**src/rtl/irq_det_pkg.sv**
```systemverilog
// Package: shared constants for the external interrupt request detector.
// Assumes a two-bit register address and a two-bit sense code per pin.
package irq_det_pkg;
    // Sense codes: bit 1 picks polarity (1 = high/rising), equal bits mean level.
    localparam logic [1:0] SNS_LOW  = 2'b00;
    localparam logic [1:0] SNS_FALL = 2'b01;
    localparam logic [1:0] SNS_RISE = 2'b10;
    localparam logic [1:0] SNS_HIGH = 2'b11;

    // Register addresses.
    localparam logic [1:0] ADDR_PEND    = 2'd0;
    localparam logic [1:0] ADDR_SENSE   = 2'd1;
    localparam logic [1:0] ADDR_PRIO_LO = 2'd2;
    localparam logic [1:0] ADDR_PRIO_HI = 2'd3;
endpackage

```
**src/rtl/irq_sync.sv**
```systemverilog
// Module: irq_sync
// Multi-stage synchronizer for a vector of asynchronous inputs.
// Assumes each bit is independent (no multi-bit coherency is needed).
module irq_sync #(
    parameter int unsigned WIDTH  = 8,
    parameter int unsigned STAGES = 2
) (
    input  logic             clk,
    input  logic             rst_n,
    input  logic [WIDTH-1:0] d_i,
    output logic [WIDTH-1:0] q_o
);
    logic [WIDTH-1:0] stg [STAGES];

    // Shift the input through the flop chain.
    always_ff @(posedge clk) begin
        if (!rst_n) begin
            for (int k = 0; k < STAGES; k++) stg[k] <= '0;
        end else begin
            stg[0] <= d_i;
            for (int k = 1; k < STAGES; k++) stg[k] <= stg[k-1];
        end
    end

    assign q_o = stg[STAGES-1];

    AST_SYNC_ENTRY: assert property (@(posedge clk) disable iff (!rst_n)
        $past(rst_n) |-> stg[0] == $past(d_i));

    for (genvar k = 1; k < STAGES; k++) begin : gen_chk
        AST_SYNC_SHIFT: assert property (@(posedge clk) disable iff (!rst_n)
            $past(rst_n) |-> stg[k] == $past(stg[k-1]));
    end
endmodule

```
**src/rtl/irq_pin_cell.sv**
```systemverilog
// Module: irq_pin_cell
// Pending-bit logic for one pin: polarity, level/edge sense, and the
// read-then-write-zero clear. Assumes pin_sync_i is already synchronous.
module irq_pin_cell
    import irq_det_pkg::*;
(
    input  logic       clk,
    input  logic       rst_n,
    input  logic       pin_sync_i,
    input  logic [1:0] sense_i,
    input  logic       rd_hit_i,
    input  logic       wr_hit_i,
    input  logic       wbit_i,
    output logic       pend_o
);
    logic is_level;
    logic invert;
    logic active;
    logic active_q;
    logic set_ev;
    logic clr_fire;
    logic pend_q;
    logic armed_q;

    // Decode sense code into level/edge and polarity.
    always_comb begin
        is_level = (sense_i == SNS_LOW) || (sense_i == SNS_HIGH);
        invert   = (sense_i == SNS_LOW) || (sense_i == SNS_FALL);
        active   = pin_sync_i ^ invert;
        set_ev   = !is_level && active && !active_q;
        clr_fire = wr_hit_i && !wbit_i && armed_q;
    end

    // Track the polarity-adjusted level for edge detection.
    always_ff @(posedge clk) begin
        if (!rst_n) active_q <= 1'b0;
        else        active_q <= active;
    end

    // Update pending bit and its read-arm flag.
    always_ff @(posedge clk) begin
        if (!rst_n) begin
            pend_q  <= 1'b0;
            armed_q <= 1'b0;
        end else if (is_level) begin
            pend_q  <= active;
            armed_q <= 1'b0;
        end else begin
            pend_q  <= set_ev || (pend_q && !clr_fire);
            armed_q <= clr_fire ? 1'b0 : (armed_q || (rd_hit_i && pend_q));
        end
    end

    assign pend_o = pend_q;

    AST_LEVEL_TRACK: assert property (@(posedge clk) disable iff (!rst_n)
        ($past(rst_n) && $past(is_level)) |-> pend_q == $past(active));

    AST_CLR_NEEDS_ARM: assert property (@(posedge clk) disable iff (!rst_n)
        ($past(rst_n) && !$past(is_level) && $past(pend_q) && !pend_q)
        |-> $past(wr_hit_i && !wbit_i && armed_q));

    AST_NO_WRITE_SET: assert property (@(posedge clk) disable iff (!rst_n)
        ($past(rst_n) && !$past(is_level) && !$past(pend_q) && pend_q)
        |-> $past(active && !active_q));

    AST_EDGE_WINS: assert property (@(posedge clk) disable iff (!rst_n)
        ($past(rst_n) && $past(set_ev)) |-> pend_q);
endmodule

```
**src/rtl/irq_cfg_regs.sv**
```systemverilog
// Module: irq_cfg_regs
// Sense and priority registers plus the read-data multiplexer.
// Assumes the sense field and each priority half fit the data width.
module irq_cfg_regs
    import irq_det_pkg::*;
#(
    parameter int unsigned NUM_PINS = 8,
    parameter int unsigned PRIO_W   = 4,
    parameter int unsigned DATA_W   = 16,
    localparam int unsigned SENSE_W   = 2 * NUM_PINS,
    localparam int unsigned PRIO_BITS = PRIO_W * NUM_PINS,
    localparam int unsigned HALF      = PRIO_BITS / 2
) (
    input  logic                 clk,
    input  logic                 rst_n,
    input  logic                 wr_i,
    input  logic [1:0]           addr_i,
    input  logic [DATA_W-1:0]    wdata_i,
    input  logic [NUM_PINS-1:0]  pend_i,
    output logic [SENSE_W-1:0]   sense_o,
    output logic [PRIO_BITS-1:0] prio_o,
    output logic [DATA_W-1:0]    rdata_o
);
    logic [SENSE_W-1:0]   sense_q;
    logic [PRIO_BITS-1:0] prio_q;

    // Register writes; sense resets to rising edge on every pin.
    always_ff @(posedge clk) begin
        if (!rst_n) begin
            sense_q <= {NUM_PINS{SNS_RISE}};
            prio_q  <= '0;
        end else if (wr_i) begin
            case (addr_i)
                ADDR_SENSE:   sense_q <= wdata_i[SENSE_W-1:0];
                ADDR_PRIO_LO: prio_q[HALF-1:0] <= wdata_i[HALF-1:0];
                ADDR_PRIO_HI: prio_q[PRIO_BITS-1:HALF] <= wdata_i[HALF-1:0];
                default: ;
            endcase
        end
    end

    // Combinational read multiplexer.
    always_comb begin
        rdata_o = '0;
        case (addr_i)
            ADDR_PEND:    rdata_o[NUM_PINS-1:0] = pend_i;
            ADDR_SENSE:   rdata_o[SENSE_W-1:0]  = sense_q;
            ADDR_PRIO_LO: rdata_o[HALF-1:0]     = prio_q[HALF-1:0];
            ADDR_PRIO_HI: rdata_o[HALF-1:0]     = prio_q[PRIO_BITS-1:HALF];
            default:      rdata_o = '0;
        endcase
    end

    assign sense_o = sense_q;
    assign prio_o  = prio_q;

    AST_PRIO_HOLD: assert property (@(posedge clk) disable iff (!rst_n)
        ($past(rst_n) && !$past(wr_i)) |-> $stable(prio_q));

    AST_SENSE_HOLD: assert property (@(posedge clk) disable iff (!rst_n)
        ($past(rst_n) && !($past(wr_i) && $past(addr_i) == ADDR_SENSE))
        |-> $stable(sense_q));
endmodule

```
**src/rtl/irq_request_detector.sv**
```systemverilog
// Module: irq_request_detector (top)
// Synchronizes external interrupt pins, senses them per pin, keeps the
// pending register and exposes priorities and gated requests to an arbiter.
// Assumes a single clock domain for the register port.
module irq_request_detector
    import irq_det_pkg::*;
#(
    parameter int unsigned NUM_PINS    = 8,
    parameter int unsigned PRIO_W      = 4,
    parameter int unsigned DATA_W      = 16,
    parameter int unsigned SYNC_STAGES = 2,
    localparam int unsigned PRIO_BITS  = PRIO_W * NUM_PINS
) (
    input  logic                 clk,
    input  logic                 rst_n,
    input  logic [NUM_PINS-1:0]  irq_pin_i,
    input  logic                 bus_wr_i,
    input  logic                 bus_rd_i,
    input  logic [1:0]           bus_addr_i,
    input  logic [DATA_W-1:0]    bus_wdata_i,
    output logic [DATA_W-1:0]    bus_rdata_o,
    output logic [NUM_PINS-1:0]  req_o,
    output logic [PRIO_BITS-1:0] prio_o
);
    localparam int unsigned SENSE_W = 2 * NUM_PINS;

    logic [NUM_PINS-1:0]  pin_sync;
    logic [NUM_PINS-1:0]  pend;
    logic [SENSE_W-1:0]   sense;
    logic [PRIO_BITS-1:0] prio;
    logic                 rd_hit;
    logic                 wr_hit;

    irq_sync #(.WIDTH(NUM_PINS), .STAGES(SYNC_STAGES)) u_sync (
        .clk   (clk),
        .rst_n (rst_n),
        .d_i   (irq_pin_i),
        .q_o   (pin_sync)
    );

    irq_cfg_regs #(.NUM_PINS(NUM_PINS), .PRIO_W(PRIO_W), .DATA_W(DATA_W)) u_cfg (
        .clk     (clk),
        .rst_n   (rst_n),
        .wr_i    (bus_wr_i),
        .addr_i  (bus_addr_i),
        .wdata_i (bus_wdata_i),
        .pend_i  (pend),
        .sense_o (sense),
        .prio_o  (prio),
        .rdata_o (bus_rdata_o)
    );

    // Decode accesses to the pending register.
    assign rd_hit = bus_rd_i && (bus_addr_i == ADDR_PEND);
    assign wr_hit = bus_wr_i && (bus_addr_i == ADDR_PEND);

    for (genvar i = 0; i < NUM_PINS; i++) begin : gen_pin
        irq_pin_cell u_cell (
            .clk        (clk),
            .rst_n      (rst_n),
            .pin_sync_i (pin_sync[i]),
            .sense_i    (sense[2*i +: 2]),
            .rd_hit_i   (rd_hit),
            .wr_hit_i   (wr_hit),
            .wbit_i     (bus_wdata_i[i]),
            .pend_o     (pend[i])
        );
        // Gate the request by a nonzero priority.
        assign req_o[i] = pend[i] && (prio[PRIO_W*i +: PRIO_W] != '0);
    end

    assign prio_o = prio;
endmodule

```
**config.mk**
```make
export PLATFORM = sky130hd
export DESIGN_NAME = irq_request_detector
export DESIGN_NICKNAME = d
export VERILOG_FILES = /design/src/rtl/irq_det_pkg.sv /design/src/rtl/irq_sync.sv /design/src/rtl/irq_pin_cell.sv /design/src/rtl/irq_cfg_regs.sv /design/src/rtl/irq_request_detector.sv
export SDC_FILE = /design/constraint.sdc
export NUM_CORES = 1
export LEC_CHECK = 0
export BUFFER_PORTS_ARGS = -buffer_cell sky130_fd_sc_hd__buf_2
export CAP_MARGIN = 20
export CORE_MARGIN = 8
export CORE_UTILIZATION = 49
export DETAILED_ROUTE_END_ITERATION = 10
export GPL_TIMING_DRIVEN = 0
export PLACE_DENSITY = 0.76
export RECOVER_POWER = 100
export SYNTH_ARGS = -nofsm -noshare
export SYNTH_HDL_FRONTEND = slang
export SYNTH_SLANG_ARGS = --single-unit
```
**constraint.sdc**
```tcl
create_clock -name clk -period 1.6 [get_ports clk]
set_clock_uncertainty 0.1 [all_clocks]
set_input_delay 0.16 -clock clk [delete_from_list [all_inputs] [get_ports clk]]
set_output_delay 0.16 -clock clk [all_outputs]
set_load 0.005 [all_outputs]
```
# Yosys cells after proc, flatten, opt, wreduce, memory -nomap -nowiden

Memory sizes are Yosys's and may differ from the RTL's.
Index checks and enable logic that the tools add are counted.

Bitwise gates (word level): 11
Reductions and logical operators: 150
Eq/ne operators: 19
Multiplexer cells: 14

Operators by type and width:

| kind                                                 | count |
|---|---|
| logical AND 1 bit                                    | 58 |
| zero test 1 bit                                      | 32 |
| logical OR 1 bit                                     | 32 |
| one-hot mux 8 bit (4 select lines)                   | 1 |
| nonzero test 4 bit                                   | 8 |
| one-hot mux 8 bit (3 select lines)                   | 1 |
| OR reduction 3 bit                                   | 8 |
| equality test 2 bit (second input constant)          | 10 |
| equality test 2 x 1 -> 1 bit (second input constant) | 9 |
| zero test 2 bit                                      | 9 |
| 2-to-1 mux 8 bit                                     | 2 |
| 2-to-1 mux 1 bit                                     | 10 |
| bitwise XOR 1 bit                                    | 8 |
| AND reduction 2 bit                                  | 3 |
| OR 1 bit                                             | 2 |
| NOT 1 bit                                            | 1 |

Bits in registers: 72
Memories: 1
Bits in writable memories: 16
Logic and storage cells: 222
Input bits: 30

Memories:

| name       | words | bits a word | rd ports | clocked after Yosys merged registers in | write ports | RTL line       | RTL |
|---|---|---|---|---|---|---|---|
| u_sync.stg | 2     | 8           | 2        | 0                                       | 2           | irq_sync.sv:13 | `logic [WIDTH-1:0] stg [STAGES];` |

# Depth between registers and ports, before layout

Word-level depth: 8
Depth in mapped cells: 5
Gate-level depth less buffers: 5

# By module

From an unflattened synthesis, not the netlist that was laid out.

Cells, all modules: 427
Area, all modules: 4207.8 sq um

Modules (own cells, without submodules):

| module               | cells each | area each (sq um) | instances |
|---|---|---|---|
| irq_cfg_regs         | 216        | 2254.7            | 1 |
| irq_pin_cell         | 20         | 167.7             | 8 |
| irq_sync             | 41         | 506.7             | 1 |
| irq_request_detector | 10         | 105.1             | 1 |

# Worst setup path after synthesis

OpenSTA, ideal clock, no wires.

Kind: reg-to-reg
From: reg u_cfg.sense_q[14], in the netlist u_cfg.sense_o[14]
To: reg gen_pin[7].u_cell.pend_q
Arrival: 1.269 ns
Buffers on the path: 0
Stages on the path, launching flop included: 6
Setup time: 0.117 ns
Data required time: 1.383 ns
Clock period less this slack: 1.486 ns
Path slack: 0.114 ns
Cell sequence: dfxtp_1 -> inv_1 -> ha_1 -> or3_1 -> and3_1 -> a22o_1

Cells in the longest elaborated chain, start to end: 7
Elaborated cells between the ends (all ways): 11
Those cells by class: 2 x eq/ne; 1 x mux; 1 x bitwise; 7 x reduce/logical

RTL lines:

| item                                                       | RTL line                               | RTL |
|---|---|---|
| start, declared                                            | irq_cfg_regs.sv:24                     | `logic [SENSE_W-1:0] sense_q;` |
| start signal, assigned                                     | irq_cfg_regs.sv:30                     | `sense_q <= {NUM_PINS{SNS_RISE}};` |
| start signal, assigned                                     | irq_cfg_regs.sv:34                     | `ADDR_SENSE: sense_q <= wdata_i[SENSE_W-1:0];` |
| equality test 2 x 1 -> 1 bit, or another cell as far along | irq_pin_cell.sv:28                     | `invert = (sense_i == SNS_LOW) \|\| (sense_i == SNS_FALL);` |
| logical OR 1 bit, on equally long branches                 | irq_pin_cell.sv:28, irq_pin_cell.sv:27 |  |
| bitwise XOR 1 bit or zero test 1 bit (tied branches)       | irq_pin_cell.sv:29, irq_pin_cell.sv:30 |  |
| logical AND 1 bit (2 in a row)                             | irq_pin_cell.sv:30                     | `set_ev = !is_level && active && !active_q;` |
| logical OR 1 bit                                           | irq_pin_cell.sv:49                     | `pend_q <= set_ev \|\| (pend_q && !clr_fire);` |
| 2-to-1 mux 1 bit (*)                                       | irq_pin_cell.sv:45                     | `end else if (is_level) begin` |
| end signal, assigned                                       | irq_pin_cell.sv:46                     | `pend_q <= active;` |
| end signal, assigned                                       | irq_pin_cell.sv:49                     |  |
| end, declared                                              | irq_pin_cell.sv:22                     | `logic pend_q;` |

Every way passes the cells marked *; elsewhere a longest branch is shown, timed or not.
A chain may end at the register's enable or synchronous reset.

# Worst setup path after layout

From: reg u_cfg.prio_q[22], in the netlist u_cfg.prio_o[22]
To: out bus_rdata_o[6]

Cells in the longest elaborated chain, start to end: 1

RTL lines:

| item                               | RTL line                   | RTL |
|---|---|---|
| start, declared                    | irq_cfg_regs.sv:25         | `logic [PRIO_BITS-1:0] prio_q;` |
| start signal, assigned by index    | irq_cfg_regs.sv:35         | `ADDR_PRIO_LO: prio_q[HALF-1:0] <= wdata_i[HALF-1:0];` |
| start signal, assigned by index    | irq_cfg_regs.sv:36         | `ADDR_PRIO_HI: prio_q[PRIO_BITS-1:HALF] <= wdata_i[HALF-1:0];` |
| one-hot mux 8 bit (4 select lines) | irq_cfg_regs.sv:45         | `case (addr_i)` |
| end, declared                      | irq_request_detector.sv:21 | `output logic [DATA_W-1:0] bus_rdata_o,` |

Every way passes these cells.

==> results.toml <==
[status]
outcome = "complete, but fails checks"
violations = "setup timing"

[worst_setup_path]
slowest_stage = "mux4_2"
end_kind = "output port"
crit_path_max_incr_delay_ps = 510
reg2reg_depth = 5
critical_path.startpoint_type = "flop"
worstSetupPathType = "reg -> out"
r2r_slack_ps = 50
path_cells = "mux4_2 > buf_2"
path_depth = 2
crit_fanout = 3
crit_buf_inv = 1
critical-path-top-delay-family = "multiplexers"
crit_required_ps = 1340
arrival_ps = 1370

[die]
die_h_um = 105
core-area_mm2 = 0.00773
start_util_pct = 50.6
io-pin-count = 86
num_rows = 32
die_w_um = 105
dieArea_mm2 = 0.0111

[global_routing]
grt_max_degree = 14
grt-ovfl-total = 0
grt_pass1_vias = 3442
grt_pass1_wl_um = 17800
grt_antenna_before_repair = 0
grt_use_total_pct = 20.3

[sta]
slew_headroom_pct = 52.2
setup_viol = 2
layout_setup_ws_ps = -33.2
post-route-period-util_pct = 102
rsz0062_at_grt = "true"
drv_slew = 0
fin_crit_ps = 1630
tightest_slew_ps = 713
finalHoldViolCount = 0
holdWs_ps = 100
fmax_ghz = 0.612

[clock_network]
insertion_delay_ps = 350
cts_sinks = 88
h-tree-depth = 3
root_buffer = "clkbuf_8"
cts_tree = "done"
numCtsBuffers = 9
clk_path_buf_depth = 2
cts.clk_slew.worst_paths_ps = 80

[route]
drc_errors = 0
dr.pass1.iters = 4
wl_um = 11800
num_vias = 3592
wire_per_inst_um = 17.9
routed_via_density = 5.47
drt_iter0_drc = 277
drtAntennaViolNets = 0

[min_path]
holdPathStages = 2
hold_path_class = "in -> reg"

[placement]
gp_congestion = 0.870
dp_hpwl_um = 8230
place.port_buffers = 85

[power]
clockPowerShare_pct = 31.2
peakVddDrop_mv = 0.457
power.switching_uw = 1130
p_leak_uw = 0.00225
switching_share_pct = 26.1
p_comb_share_pct = 14.4
seqPwrFrac_pct = 54.4
powerDensity_mw_per_mm2 = 863
internal-power_uw = 3210

[synthesis]
yosys.area.top_type_share_pct = 45.1
ys_warn_count = 0
synth_area_mm2 = 0.00391
syn_area_per_cell_um2 = 9.42
ys_ff_latch = 88
synth_nets = 461
synthCells = 415
synthTopCellsByArea = "dfxtp_1 45%, nand2_1 10%, a21boi_0 7.3%, ha_1 5.1%, a22o_1 3.6%"
yosysSeqAreaShare_pct = 45.1
yosys.area.top_type = "dfxtp_1"
yosysUniqueCellTypes = 29

[layout]
final_cell_mix = "104 x nand2_1, 75 x buf_2, 64 x dfxtp_1"
final_util_pct = 65.1
drive_gt1_share_pct = 28.6
diodes = 0
nets = 596
fillers = 643
area_delta_synth_final_pct = 28.7
layout_commonest_cell = "nand2_1"

[flow_run]
drv_cap = 0
==> sequential cells by signal, indices dropped and copies added, names as in the netlist <==
| signal | cells |
|---|---|
| u_cfg.sense_o | 16 |
| gen_pin.u_cell.active_q | 8 |
| u_sync.stg | 16 |
| gen_pin.u_cell.pend_o | 8 |
| u_cfg.prio_o | 32 |
| gen_pin.u_cell.armed_q | 8 |
==> kinds of logic after synthesis <==
kind of cell | synth area share, %
and+or+nand+nor | 18.7
AOI/OAI and AO/OA | 18.4
DFF | 45.1
buffers and inverters | 5.44
muxes | 7.20
adders and majority gates | 5.12
==> per-stage QoR <==
step	setup slack (ps)	TNS (ps)	total power (uW)	area, um^2	cells
2_1_floorplan	114	0	2700	3910	415
3_3_place_gp	-27.3	-299	2920	4460	602
3_5_place_dp	-55.3	-643	2940	4460	602
4_1_cts	-14.5	-14.5	4310	4880	643
5_1_grt	-58.7	-205	4530	5030	657
6_report	-33.2	-34.4	4340	5030	657
==> final timing paths <==
| check | start | end |
|---|---|---|
| max | u_cfg.prio_o[22]$_SDFFE_PN0P_ | bus_rdata_o[6] |
| min | rst_n | gen_pin[7].u_cell.active_q$_SDFF_PN0_ |
| max reg2reg | u_cfg.sense_o[1]$_SDFFE_PN1P_ | gen_pin[0].u_cell.pend_o$_SDFF_PN0_ |
| min reg2reg | u_sync.stg[0][3]$_SDFF_PN0_ | u_sync.stg[0][11]$_SDFF_PN0_ |
==> power by group through the flow <==
stage | Sequential, uW | Combinational, uW | Clock [uW]
5_1_grt | 2370 | 676 | 1480
3_3_place_gp | 2420 | 505 | 0
2_1_floorplan | 2390 | 308 | 0
6_report | 2360 | 625 | 1360
4_1_cts | 2370 | 575 | 1360
3_5_place_dp | 2420 | 520 | 0
==> worst register-to-register path: cells and delay by family, from the launching register on <==
kind / cells / cell delay, ps
fa+ha+maj: 1 / 200
simple gates: 2 / 560
buf+inv: 1 / 80
flops: 1 / 340
compound gates: 1 / 180
==> Yosys cell counts <==
| library cell | n |
|---|---|
| clkbuf_1 | 7 |
| buf_6 | 1 |
| nand2_1 | 104 |
| o211ai_1 | 8 |
| or3_1 | 8 |
| nor3b_4 | 1 |
| mux4_2 | 5 |
| o21ai_0 | 8 |
| a31oi_1 | 8 |
| a22o_1 | 16 |
| nor3b_2 | 1 |
| nand3b_2 | 2 |
| buf_2 | 8 |
| buf_4 | 6 |
| nand3_1 | 1 |
| a21oi_1 | 8 |
| mux4_1 | 3 |
| nor2b_1 | 8 |
| a21boi_1 | 2 |
| dfxtp_1 | 88 |
| o41a_1 | 8 |
| and2b_1 | 1 |
| and3_1 | 9 |
| mux2_2 | 8 |
| ha_1 | 16 |
| inv_1 | 24 |
| and3b_1 | 2 |
| and2_1 | 16 |
| a21boi_0 | 38 |
==> final cells by class <==
cell class | count | area (um^2) | area share [%]
multi-input cells | 281 | 1930 | 38.5
flip-flops and latches | 88 | 1820 | 36.1
repair buffers | 124 | 771 | 15.3
clock buffers | 13 | 149 | 2.96
well taps | 102 | 128 | 2.54
plain buffers | 22 | 123 | 2.44
inverters | 24 | 90.1 | 1.79
clock inverters | 3 | 17.5 | 0.348
==> timing repair <==
item,CTS,global route
buffers inserted,1,14
cloned,0,0
endpoints found under the hold margin,46,0
pin swaps,0,2
resized for setup,15,38
setup endpoints to repair,7,17
hold buffers,24,0
==> layer usage <==
layer | vias to the layer above | part of all wire (%) | track usage [%]
li1 | 1701 | - | -
met1 | 1733 | 40 | 22.7
met2 | 137 | 51 | 35.9
met3 | 21 | 6.1 | 5.36
met4 | 0 | 2.7 | 8.15
met5 | - | 0 | 0
Note: power is estimated with default switching activity, not from simulation.
